$ cat src/rtl/lcdMuxPkg.sv
package lcdMuxPkg;
  localparam int NUM_COM = 3;
  localparam int SLOT_W  = 2;

  typedef enum logic [2:0] {
    LVL_GND   = 3'd0,
    LVL_THIRD = 3'd1,
    LVL_HALF  = 3'd2,
    LVL_TWO3  = 3'd3,
    LVL_FULL  = 3'd4
  } lvl_e;

  // Strobes handed from the slot timer to the level datapath
  typedef struct packed {
    logic [SLOT_W-1:0] slot;    // active common
    logic              invert;  // second half of the frame
    logic              quiet;   // force every output to ground
  } phaseStrb_t;

  // First display-bit index (0-based) of a segment's trio
  function automatic int trioBase(input int seg);
    if (seg >= 32 && seg <= 40) return 3 * seg + 3;
    else if (seg == 41)         return 96;
    else                        return 3 * seg;
  endfunction
endpackage

$ cat src/rtl/lcdMuxCtrl.sv
module lcdMuxCtrl
  import lcdMuxPkg::*;
#(
  parameter int SLOT_CLKS = 4
) (
  input  logic       clk,
  input  logic       rstN,
  input  logic       sleepEn,
  input  logic       inhibitN,
  output phaseStrb_t strb
);
  localparam int CNT_W = (SLOT_CLKS > 1) ? $clog2(SLOT_CLKS) : 1;
  localparam logic [CNT_W-1:0]  CNT_LAST  = CNT_W'(SLOT_CLKS - 1);
  localparam logic [SLOT_W-1:0] SLOT_LAST = SLOT_W'(NUM_COM - 1);

  logic [CNT_W-1:0]  tickCnt;
  logic [SLOT_W-1:0] slotIdx;
  logic              invPhase;
  logic              slotEnd;

  assign slotEnd = (tickCnt == CNT_LAST);

  always_ff @(posedge clk or negedge rstN) begin
    if (!rstN) begin
      tickCnt  <= '0;
      slotIdx  <= '0;
      invPhase <= 1'b0;
    end else if (sleepEn) begin
      tickCnt  <= '0;
      slotIdx  <= '0;
      invPhase <= 1'b0;
    end else if (slotEnd) begin
      tickCnt <= '0;
      if (slotIdx == SLOT_LAST) begin
        slotIdx  <= '0;
        invPhase <= ~invPhase;
      end else begin
        slotIdx <= slotIdx + 1'b1;
      end
    end else begin
      tickCnt <= tickCnt + 1'b1;
    end
  end

  always_comb begin
    strb.slot   = slotIdx;
    strb.invert = invPhase;
    strb.quiet  = sleepEn | ~inhibitN;
  end

  AST_SLOT_RANGE: assert property (@(posedge clk) disable iff (!rstN)
    slotIdx <= SLOT_LAST);

  AST_SLEEP_RESTART: assert property (@(posedge clk) disable iff (!rstN)
    sleepEn |=> (tickCnt == '0 && slotIdx == '0 && !invPhase));

  AST_HALF_FRAME_FLIP: assert property (@(posedge clk) disable iff (!rstN)
    (!sleepEn && slotEnd && slotIdx == SLOT_LAST) |=>
      (slotIdx == '0 && invPhase != $past(invPhase)));

  AST_SLOT_HOLD: assert property (@(posedge clk) disable iff (!rstN)
    (!sleepEn && !slotEnd) |=> $stable(slotIdx));
endmodule

$ cat src/rtl/lcdMuxDatapath.sv
module lcdMuxDatapath
  import lcdMuxPkg::*;
#(
  parameter int NUM_SEG = 52
) (
  input  logic                   clk,
  input  logic                   rstN,
  input  logic [3*NUM_SEG-1:0]   dispBits,
  input  logic                   halfBias,
  input  logic                   blankSegs,
  input  phaseStrb_t             strb,
  output logic [3*NUM_COM-1:0]   comLevel,
  output logic [3*NUM_SEG-1:0]   segLevel
);
  logic [NUM_COM-1:0] comExtreme;
  logic [NUM_SEG-1:0] segExtreme;
  logic [NUM_COM-1:0] comThird;

  for (genvar c = 0; c < NUM_COM; c++) begin : g_com
    lvl_e comLvl;
    always_comb begin
      if (strb.quiet)                    comLvl = LVL_GND;
      else if (strb.slot == SLOT_W'(c))  comLvl = strb.invert ? LVL_GND : LVL_FULL;
      else if (halfBias)                 comLvl = LVL_HALF;
      else                               comLvl = strb.invert ? LVL_TWO3 : LVL_THIRD;
    end
    assign comLevel[3*c +: 3] = comLvl;
    assign comExtreme[c] = (comLevel[3*c +: 3] == LVL_FULL) || (comLevel[3*c +: 3] == LVL_GND);
    assign comThird[c]   = (comLevel[3*c +: 3] == LVL_THIRD) || (comLevel[3*c +: 3] == LVL_TWO3);
  end

  for (genvar s = 0; s < NUM_SEG; s++) begin : g_seg
    localparam int BASE = trioBase(s);
    logic [3:0] trio;
    logic       pixOn;
    lvl_e       segLvl;
    assign trio  = {1'b0, dispBits[BASE +: 3]};
    assign pixOn = trio[strb.slot] & ~blankSegs;
    always_comb begin
      if (strb.quiet)    segLvl = LVL_GND;
      else if (pixOn)    segLvl = strb.invert ? LVL_FULL : LVL_GND;
      else if (halfBias) segLvl = LVL_HALF;
      else               segLvl = strb.invert ? LVL_THIRD : LVL_TWO3;
    end
    assign segLevel[3*s +: 3] = segLvl;
    assign segExtreme[s] = (segLevel[3*s +: 3] == LVL_FULL) || (segLevel[3*s +: 3] == LVL_GND);
  end

  AST_QUIET_GROUND: assert property (@(posedge clk) disable iff (!rstN)
    strb.quiet |-> (comLevel == '0 && segLevel == '0));

  AST_ONE_SELECTED_COM: assert property (@(posedge clk) disable iff (!rstN)
    !strb.quiet |-> $countones(comExtreme) == 1);

  AST_HALF_NO_THIRDS: assert property (@(posedge clk) disable iff (!rstN)
    (halfBias && !strb.quiet) |-> comThird == '0);

  AST_BLANK_NO_EXTREME: assert property (@(posedge clk) disable iff (!rstN)
    (blankSegs && !strb.quiet) |-> segExtreme == '0);
endmodule

$ cat src/rtl/lcdMuxDrive.sv
module lcdMuxDrive
  import lcdMuxPkg::*;
#(
  parameter int SLOT_CLKS = 4,
  parameter int NUM_SEG   = 52
) (
  input  logic                 clk,
  input  logic                 rstN,
  input  logic [3*NUM_SEG-1:0] dispBits,
  input  logic                 halfBias,
  input  logic                 blankSegs,
  input  logic                 sleepEn,
  input  logic                 inhibitN,
  output logic [3*NUM_COM-1:0] comLevel,
  output logic [3*NUM_SEG-1:0] segLevel
);
  phaseStrb_t strb;

  lcdMuxCtrl #(.SLOT_CLKS(SLOT_CLKS)) u_ctrl (
    .clk      (clk),
    .rstN     (rstN),
    .sleepEn  (sleepEn),
    .inhibitN (inhibitN),
    .strb     (strb)
  );

  lcdMuxDatapath #(.NUM_SEG(NUM_SEG)) u_dp (
    .clk       (clk),
    .rstN      (rstN),
    .dispBits  (dispBits),
    .halfBias  (halfBias),
    .blankSegs (blankSegs),
    .strb      (strb),
    .comLevel  (comLevel),
    .segLevel  (segLevel)
  );
endmodule

$ cat config.mk
export PLATFORM = sky130hd
export DESIGN_NAME = lcdMuxDrive
export DESIGN_NICKNAME = d
export VERILOG_FILES = /design/src/rtl/lcdMuxPkg.sv /design/src/rtl/lcdMuxCtrl.sv /design/src/rtl/lcdMuxDatapath.sv /design/src/rtl/lcdMuxDrive.sv
export SDC_FILE = /design/constraint.sdc
export NUM_CORES = 1
export LEC_CHECK = 0
export ABC_AREA = 1
export BUFFER_PORTS_ARGS = -buffer_cell sky130_fd_sc_hd__clkbuf_2
export CORE_AREA = 2 2 127 129
export CTS_CLUSTER_SIZE = 10
export DETAILED_ROUTE_END_ITERATION = 10
export DIE_AREA = 0 0 129 131
export GPL_TIMING_DRIVEN = 0
export PLACE_DENSITY = 0.5
export SLEW_MARGIN = 20
export SYNTH_ARGS = -nofsm -noshare
export SYNTH_HDL_FRONTEND = slang
export SYNTH_SLANG_ARGS = --single-unit
$ cat constraint.sdc
create_clock -name clk -period 1.3 [get_ports clk]
set_input_delay 0.195 -clock clk [delete_from_list [all_inputs] [get_ports clk]]
set_output_delay 0.195 -clock clk [all_outputs]
set_load 0.1 [all_outputs]
-- Word-level counts from Yosys, hierarchy flattened
Index checks and enable logic that the tools add are counted.
- $add $sub $neg: 2
- multiply operators: 0
- div/mod/pow operators: 0
- order comparisons: 1
- equality and inequality tests: 3
- shift operators: 0
- mux-type cells: 228
- bitwise logic cells: 56
- reduce and logical (&&, ||, !) cells: 4
- operators with widths (cell ; count):
    $mux 3 ; 114
    $bmux 1 s2 ; 52
    $mux 1 ; 55
    $and 1x1->1 ; 52
    $mux 2 ; 7
    $add 2x1->2 const B ; 2
    $eq 2x2->1 const B ; 2
    $reduce_bool 2->1 ; 2
    $lt 2x3->1 const B ; 1
    $not 1->1 ; 3
    $eq 2x1->1 const B ; 1
    $logic_not 2->1 ; 1
    $reduce_and 2->1 ; 1
    $or 1x1->1 ; 1
- register bits after elaboration: 5
- bits in latches: 0
- memory bits (writable): 0
- bits in read-only memories: 0
- input port bits: 162
- logic and storage cells: 297
- memories kept: 0

-- Logic depth before layout (Yosys ltp)
Gate-level depths: netlist of the first run.
- depth after elaboration: 5
- depth in mapped cells: 7
- mapped depth without buffers: 5

-- Modules after synthesis
Synthesis of the first run repeated with hierarchy kept, for this count alone.
- cells, all modules: 523
- area total of the unflattened synthesis: 2906.5 um2
- by module, submodules not included (module ; instances ; cells each ; area each (um2) ; seq. area each (um2)):
    lcdMuxDatapath ; 1 ; 498 ; 2681.3 ; 0.0
    lcdMuxCtrl ; 1 ; 25 ; 225.2 ; 125.1

-- Least setup slack after synthesis of the first run
OpenSTA, ideal clock, no wires.
- path type: register -> output
- start: register u_ctrl.slotIdx[1]
- end: output port comLevel[2]
- arrival time: 2.776 ns
- data required time: 1.105 ns
- slack: -1.671 ns
- cell stages (with the launch flop): 4
- buffers on the path: 2
- cells stage by stage: dfrtp_1 > buf_6 > buf_8 > nor3_1
- longest elaborated chain between the ends: 3
- ends and longest elaborated chain (item ; line ; text):
    start: declaration ; lcdMuxCtrl.sv:17 ; logic [SLOT_W-1:0] slotIdx;
    start signal: assignment ; lcdMuxCtrl.sv:38 ; slotIdx <= slotIdx + 1'b1;
    $logic_not 2->1 ; lcdMuxDatapath.sv:23 ; else if (strb.slot == SLOT_W'(c)) comLvl = strb.invert ? LVL_GND : LVL_FULL;
    $mux 3 ; lcdMuxDatapath.sv:23 ;
    $mux 3 ; lcdMuxDatapath.sv:22 ; if (strb.quiet) comLvl = LVL_GND;
    end: declaration ; lcdMuxDrive.sv:14 ; output logic [3*NUM_COM-1:0] comLevel,
No other way between the ends.

-- Worst setup path after layout of the first run
- start: register u_ctrl.slotIdx[0]
- end: output port segLevel[143]
- longest elaborated chain between the ends: 5
- ends and longest elaborated chain (item ; line ; text):
    $bmux 1 s2 ; lcdMuxDatapath.sv:38 ; assign pixOn = trio[strb.slot] & ~blankSegs;
    $mux 1 (implied by the code) ; lcdMuxDatapath.sv:38 ;
    $and 1x1->1 ; lcdMuxDatapath.sv:38 ;
    $mux 3 ; lcdMuxDatapath.sv:41 ; else if (pixOn) segLvl = strb.invert ? LVL_FULL : LVL_GND;
    $mux 3 ; lcdMuxDatapath.sv:40 ; if (strb.quiet) segLvl = LVL_GND;
    end: declaration ; lcdMuxDrive.sv:15 ; output logic [3*NUM_SEG-1:0] segLevel
No other way between the ends. The select of a mux whose other input is x is not followed.

==> metrics.txt, run 1 <==
via/cell ratio=slightly above 5; Iter 0 DRT Violations=about 230; Avg Cell Area, Syn=roughly 5.9 µm²; hpwl dp=around 15 mm; GR Util All Layers=between 20 and 25%; Most common cell on crit path=buf_12; num ports=~330; number of core rows=46; pwr/cell area=about 560 nW/µm²; post-route clock skew=around 0.12 ps; Worst Tran Pin Value=roughly 750 ps; largest net degree at the start of global routing=11; initial core utilization=between 10% and 20%; DRC Markers=0; GRT overflow=0; first-pass GRT wire length=just under 30 mm; Die H=between 100 and 150 µm; failing checks=setup timing; Yosys cell types=23; commonest non-fill, non-tap cells in the layout=clkbuf_2 (171), buf_12 (93), nand3_2 (74), clkbuf_16 (73), a21oi_4 (65); worst-path cell chain=buf_12, inv_16, buf_12, nand3_2, nand3_4, nand2_4, nor2_4, clkbuf_16; Max Fclk=between 500 and 600 MHz; arrival time at the worst endpoint=roughly 1800 ps; Critical Path Sink Type=output port; CTS buffer count=3; vias in the first global route=5103; Fin. Hold Viols=0; synthesized cell area=3040 µm²; Final Cycle Share=153%; final slew viol count=0; status=complete, but fails checks; Mapped Nets=a little under 700; Final GP Congestion=approximately 0.84; Crit-path slowest cell=dfrtp_2; DRT Pass-1 Iters=4; final setup violation count=roughly 170; core region area=about 16000 µm²; Area Overhead vs Synth=245%; minimum clock period=between 1500 and 2000 ps; Lkg Pwr=4.15 nW; hold path cells=2; DR WL/cell=22.5 µm; worst path required time=between 1000 and 1500 ps; layout cells sized above 1=about nine tenths; CTS tree=yes; Levels on crit path=8; port buffer count=between 300 and 400; startpoint types=register; HP Class=input port to register; clock root cell=clkbuf_16; Final nets=between 1000 and 1500; max cap viols=0; worst-case clock buffer depth=2; DRT antenna net count=0; Clock Sinks=5; max incr delay on CP=between 400 and 500 ps; r2r worst-path depth=6; Crit Path Max Fanout=10; CP delay by family, top=buffers and inverters; die area=around 17000 µm²; worst relative slew slack=~50%; Buf+Inv Stages, Crit Path=4; initial antenna violation count=0; die width=roughly 130 µm; wire length after detailed routing=24.4 mm; Crit Path Category=register to output port; Max H-tree Level=1; clock-pin transition on the worst setup and hold timing paths=~30 ps; final setup margin=-691 ps; n_diodes=0; Seq cells post-synth=5; total power=5.86 mW; maximum VDD drop=385 µV; design area=roughly 11000 µm²; placed cell area=5660 µm²; sequential share of the synthesized area=4.11%; Vias=approximately 5500; Clk Latency, worst-skew pair=about 220 ps; RSZ-0062 raised after global routing=true; synthesized instance count=520; most common cell after layout, fill and taps aside=clkbuf_2; Ys Warns=0
[what timing repair did]
| item | CTS | global route |
|---|---|---|
| setup endpoints to repair | 166 | 165 |
| setup buffers | 10 | 6 |
| pin swaps | 20 | 53 |
| hold endpoints to repair | 5 | 0 |
| resized for setup | 496 | 509 |
| cloned | 0 | 3 |
| hold buffers | 1 | 0 |
[cells by family (layout without fill, tap and decap cells)]
kind of cell	Yosys count	after routing	synth area share, %
buf+inv	70	420	14.1
flops	5	5	4.11
simple gates	333	333	63.0
fa+ha+maj	1	1	0.411
compound gates	111	111	18.4
[Yosys cell counts, drive strengths merged]
master  number  area, µm²
dfrtp        5        125
nand4        1       6.26
a21oi      105        526
clkbuf      25       93.8
o21ai        6       33.8
nand3      157       1230
buf         34        293
nand2      110        413
nor3         1       5.00
ha           1       12.5
inv         11       43.8
nor2        64        258
[power by group]
group / switching [mW] / total, mW / internal [mW]
clock network: 0.0920 / 0.498 / 0.406
registers: 0.0122 / 0.182 / 0.169
logic: 3.37 / 5.18 / 1.81
total: 3.48 / 5.86 / 2.38
[flip-flops by register name, summed over array words and instances, names as in the netlist]
| name | flops |
|---|---|
| u_ctrl.tickCnt | 2 |
| u_ctrl.slotIdx | 2 |
| u_ctrl.invPhase | 1 |
[cell type report]
type                       instances  area (µm²)
inverter                          11        75.1
sequential                         5         128
buffer                            59         658
clock buffer                       4        78.8
timing repair buffer             346        4570
multi-input combinational        445        4720
tap                              216         270
fill                            1069        5100
[through the flow]
stage / hold slack, ps / utilization (%) / cells / TNS (ps) / worst slack [ps]
2_1_floorplan: -101 / - / 520 / -142530 / -1260
3_3_place_gp: 14.5 / 36.3 / 1062 / -128220 / -1000
3_5_place_dp: 13.4 / 36.3 / 1062 / -130850 / -1000
4_1_cts: 199 / 53.8 / 1077 / -94500 / -651
5_1_grt: 229 / 67.3 / 1086 / -102500 / -763
6_report: 205 / 67.3 / 1086 / -93320 / -691
[layer usage]
layer | vias to the layer above | track usage [%] | wire [µm]
met5 | - | 0 | 0
met4 | 0 | 3.77 | 815
met3 | 56 | 2.89 | 1440
met2 | 277 | 42.0 | 13100
met1 | 2691 | 26.4 | 9040
li1 | 2499 | - | -
[final timing paths]
path	startpoint	end	slack, ps
max	u_ctrl.slotIdx[0]$_DFFE_PN0P_	segLevel[143]	-690
min	sleepEn	u_ctrl.tickCnt[1]$_DFF_PN0_	200
max reg2reg	u_ctrl.slotIdx[1]$_DFFE_PN0P_	u_ctrl.slotIdx[0]$_DFFE_PN0P_	40
min reg2reg	u_ctrl.tickCnt[0]$_DFF_PN0_	u_ctrl.tickCnt[0]$_DFF_PN0_	430
max in group asynchronous	rstN	u_ctrl.slotIdx[0]$_DFFE_PN0P_	830
min in group asynchronous	rstN	u_ctrl.tickCnt[1]$_DFF_PN0_	320
Power figures use the tool's default switching activity.
==> inputs of run 2 (changes only) <==
--- a/config.mk
+++ b/config.mk
@@ -11,8 +11,10 @@
 export CTS_CLUSTER_SIZE = 10
 export DETAILED_ROUTE_END_ITERATION = 10
 export DIE_AREA = 0 0 129 131
+export GPL_ROUTABILITY_DRIVEN = 1
 export GPL_TIMING_DRIVEN = 0
 export PLACE_DENSITY = 0.5
+export REMOVE_ABC_BUFFERS = 1
 export SLEW_MARGIN = 20
 export SYNTH_ARGS = -nofsm -noshare
 export SYNTH_HDL_FRONTEND = slang
==> run 2 against run 1 <==
  * Register-to-register slack worse by 180 ps
  * Clock-buffer cell count down 1
  * Wire length down 5.9%
  * Global-route usage up 2.2 points
  * Combinational power down 14%
  * Flip-flop and latch count unchanged
  * The run still ends with setup timing left
  * Setup slack worse by 280 ps
  * Worst hold slack worse by 24 ps
==> metrics.txt, run 2 (synthesized netlist as in run 1, its figures left out) <==
die area=16900 µm² (unchanged); sw frac=59.1% (was 59.4%); worst path required time=1110 ps (about the same); layout cells sized above 1=68.2% (was 90.0%); hpwl dp=11.1 mm (was 14.7 mm); CTS buffer count=3 (unchanged); initial antenna violation count=1 (was 0); core region area=15600 µm² (unchanged); DRT Pass-1 Iters=5 (was 4); Final GP Congestion=0.756 (was 0.836); worst-case clock buffer depth=2 (unchanged); post-route clock skew=1.84 ps (was 0.117 ps); Max Fclk=440 MHz (was 502 MHz); pwr/cell area=634 nW/µm² (was 558 nW/µm²); Final nets=1015 (was 1034); Global Route met3 Usage=3.46% (was 2.89%); Crit Path Category=register to output port (unchanged); startpoint types=register (unchanged); initial core utilization=19.5% (unchanged); Max H-tree Level=1 (unchanged); Flop pwr share=3.6% (was 3.1%); worst relative slew slack=42.1% (was 49.8%); DR WL/cell=21.5 µm (was 22.5 µm); Comb pwr share=86.4% (was 88.4%); die width=129 µm (unchanged); CTS tree=yes (unchanged); Fin. Hold Viols=0 (unchanged); Iter 0 DRT Violations=233 (was 228); n_diodes=0 (unchanged); first-pass GRT wire length=31.0 mm (was 29.0 mm); wire length after detailed routing=23.0 mm (was 24.4 mm); met2 Usage GRT=44.8% (was 42.0%); fill cell count=1350 (was 1069); vias in the first global route=5263 (was 5103); most common cell after layout, fill and taps aside=clkbuf_2 (unchanged); failing checks=setup timing (unchanged); Internal Power=2.09 mW (was 2.38 mW); GRT overflow=0 (unchanged); Lkg Pwr=3.71 nW (was 4.15 nW); Clock Sinks=5 (unchanged); pre-CTS setup slack=-1850 ps (was -1000 ps); Critical R2R Launch=u_ctrl.slotIdx[1]$_DFFE_PN0P_ (unchanged); Sum Neg Setup Slack=-132720 ps (was -93320 ps); arrival time at the worst endpoint=2080 ps (was 1800 ps); hold_sp=sleepEn (unchanged); via/cell ratio=5.04 (was 5.09); clock-pin transition on the worst setup and hold timing paths=40 ps (was 30 ps); clock network power share=10.0% (was 8.5%); Final Cycle Share=175% (was 153%); Vias=5382 (was 5523); minimum clock period=2270 ps (was 1990 ps); Critical Path Sink Type=output port (unchanged); commonest non-fill, non-tap cells in the layout=clkbuf_2 (161), clkbuf_8 (132), a21oi_1 (92), nand3_2 (78), nand2_1 (64) (was clkbuf_2 (171), buf_12 (93), nand3_2 (74), clkbuf_16 (73), a21oi_4 (65)); num ports=327 (unchanged); Crit Path Max Fanout=5 (was 10); max cap viols=0 (unchanged); GR Util All Layers=24.2% (was 22.0%); DRC Markers=0 (unchanged); final setup margin=-970 ps (was -691 ps); multi-input logic area=3190 µm² (was 4720 µm²); global routing's busiest layer=met2 (unchanged); HP Class=input port to register (unchanged); largest net degree at the start of global routing=87 (was 11); Layout Utilization=51.8% (was 67.3%); port buffer count=326 (unchanged); RSZ-0062 raised after global routing=true (unchanged); final setup violation count=168 (was 165); Reg area=133 µm² (was 128 µm²); Area Overhead vs Synth=166% (was 245%); Clk Latency, worst-skew pair=230 ps (was 220 ps); NetSw=3.03 mW (was 3.48 mW); maximum VDD drop=612 µV (was 385 µV); Die H=131 µm (unchanged); status=complete, but fails checks (unchanged); CP startpoint=u_ctrl.slotIdx[1]$_DFFE_PN0P_ (was u_ctrl.slotIdx[0]$_DFFE_PN0P_); GRT met1 Usage=28.9% (was 26.4%); top flop regs=u_ctrl.slotIdx x2, u_ctrl.tickCnt x2, u_ctrl.invPhase x1 (unchanged); final slew viol count=0 (unchanged); number of core rows=46 (unchanged); Worst Tran Pin Value=868 ps (was 753 ps); clock root cell=clkbuf_16 (unchanged); DRT antenna net count=0 (unchanged)
## run 2: final timing paths
path | to | slack (ps) | cells past startpoint
worst max-delay path | segLevel[113] | -970 | 10
min in group asynchronous | u_ctrl.tickCnt[1]$_DFF_PN0_ | 330 | 2
worst max register to register | u_ctrl.slotIdx[0]$_DFFE_PN0P_ | -140 | 7
worst min-delay path | u_ctrl.tickCnt[1]$_DFF_PN0_ | 180 | 2
worst min register to register | u_ctrl.tickCnt[0]$_DFF_PN0_ | 430 | 1
max in group asynchronous | u_ctrl.slotIdx[1]$_DFFE_PN0P_ | 800 | 2
## run 2: timing repair
item / CTS / global route
endpoints found under the hold margin: 5 / 0
gates cloned: 14 / 1
pin swaps: 11 / 10
setup buffers: 30 / 12
gates resized for setup: 491 / 106
endpoints found under the setup margin: 168 / 168
hold buffers: 1 / 0
## run 2: area by class of cell
cell class	count	share of cell area (%)
Multi-Input combinational cell	445	39.4
Tap cell	216	3.34
Timing Repair Buffer	381	52.2
Clock inverter	1	0.0619
Sequential cell	5	1.64
Inverter	11	1.16
Clock buffer	3	0.929
Timing Repair inverter	5	1.27
## run 2: per-stage QoR
stage	instances	total power, mW	instance area, µm²	hold WS, ps
CTS	1058	4.89	7660	183
global route	1067	5.31	8080	190
global placement	1003	3.10	4560	22.8
floorplan	461	2.40	2660	-101
finish	1067	5.12	8080	181
detailed placement	1009	3.17	4750	34.4
## run 2: routing by layer
metal,vias to the layer above,share of wire (%)
li1,2449,-
met1,2589,38
met2,312,52
met3,30,7.5
met4,2,1.7
met5,-,0.057
## run 2: worst max-delay path, stage by stage (launching register included)
cell	delay (ps)
dfrtp_4	490
buf_16	150
nor2_4	140
clkbuf_16	190
buf_4	130
buf_12	100
nand2_1	60
nand3_2	80
nand2_1	60
nor2_1	140
clkbuf_8	280
## run 2: power by group through the flow
stage | Clock (mW) | Sequential, mW | Combinational [mW]
final | 0.513 | 0.185 | 4.43
after global routing | 0.535 | 0.187 | 4.58
after CTS | 0.518 | 0.185 | 4.19
after detailed placement | 0 | 0.249 | 2.92
after global placement | 0 | 0.274 | 2.83
after floorplan | 0 | 0.235 | 2.16
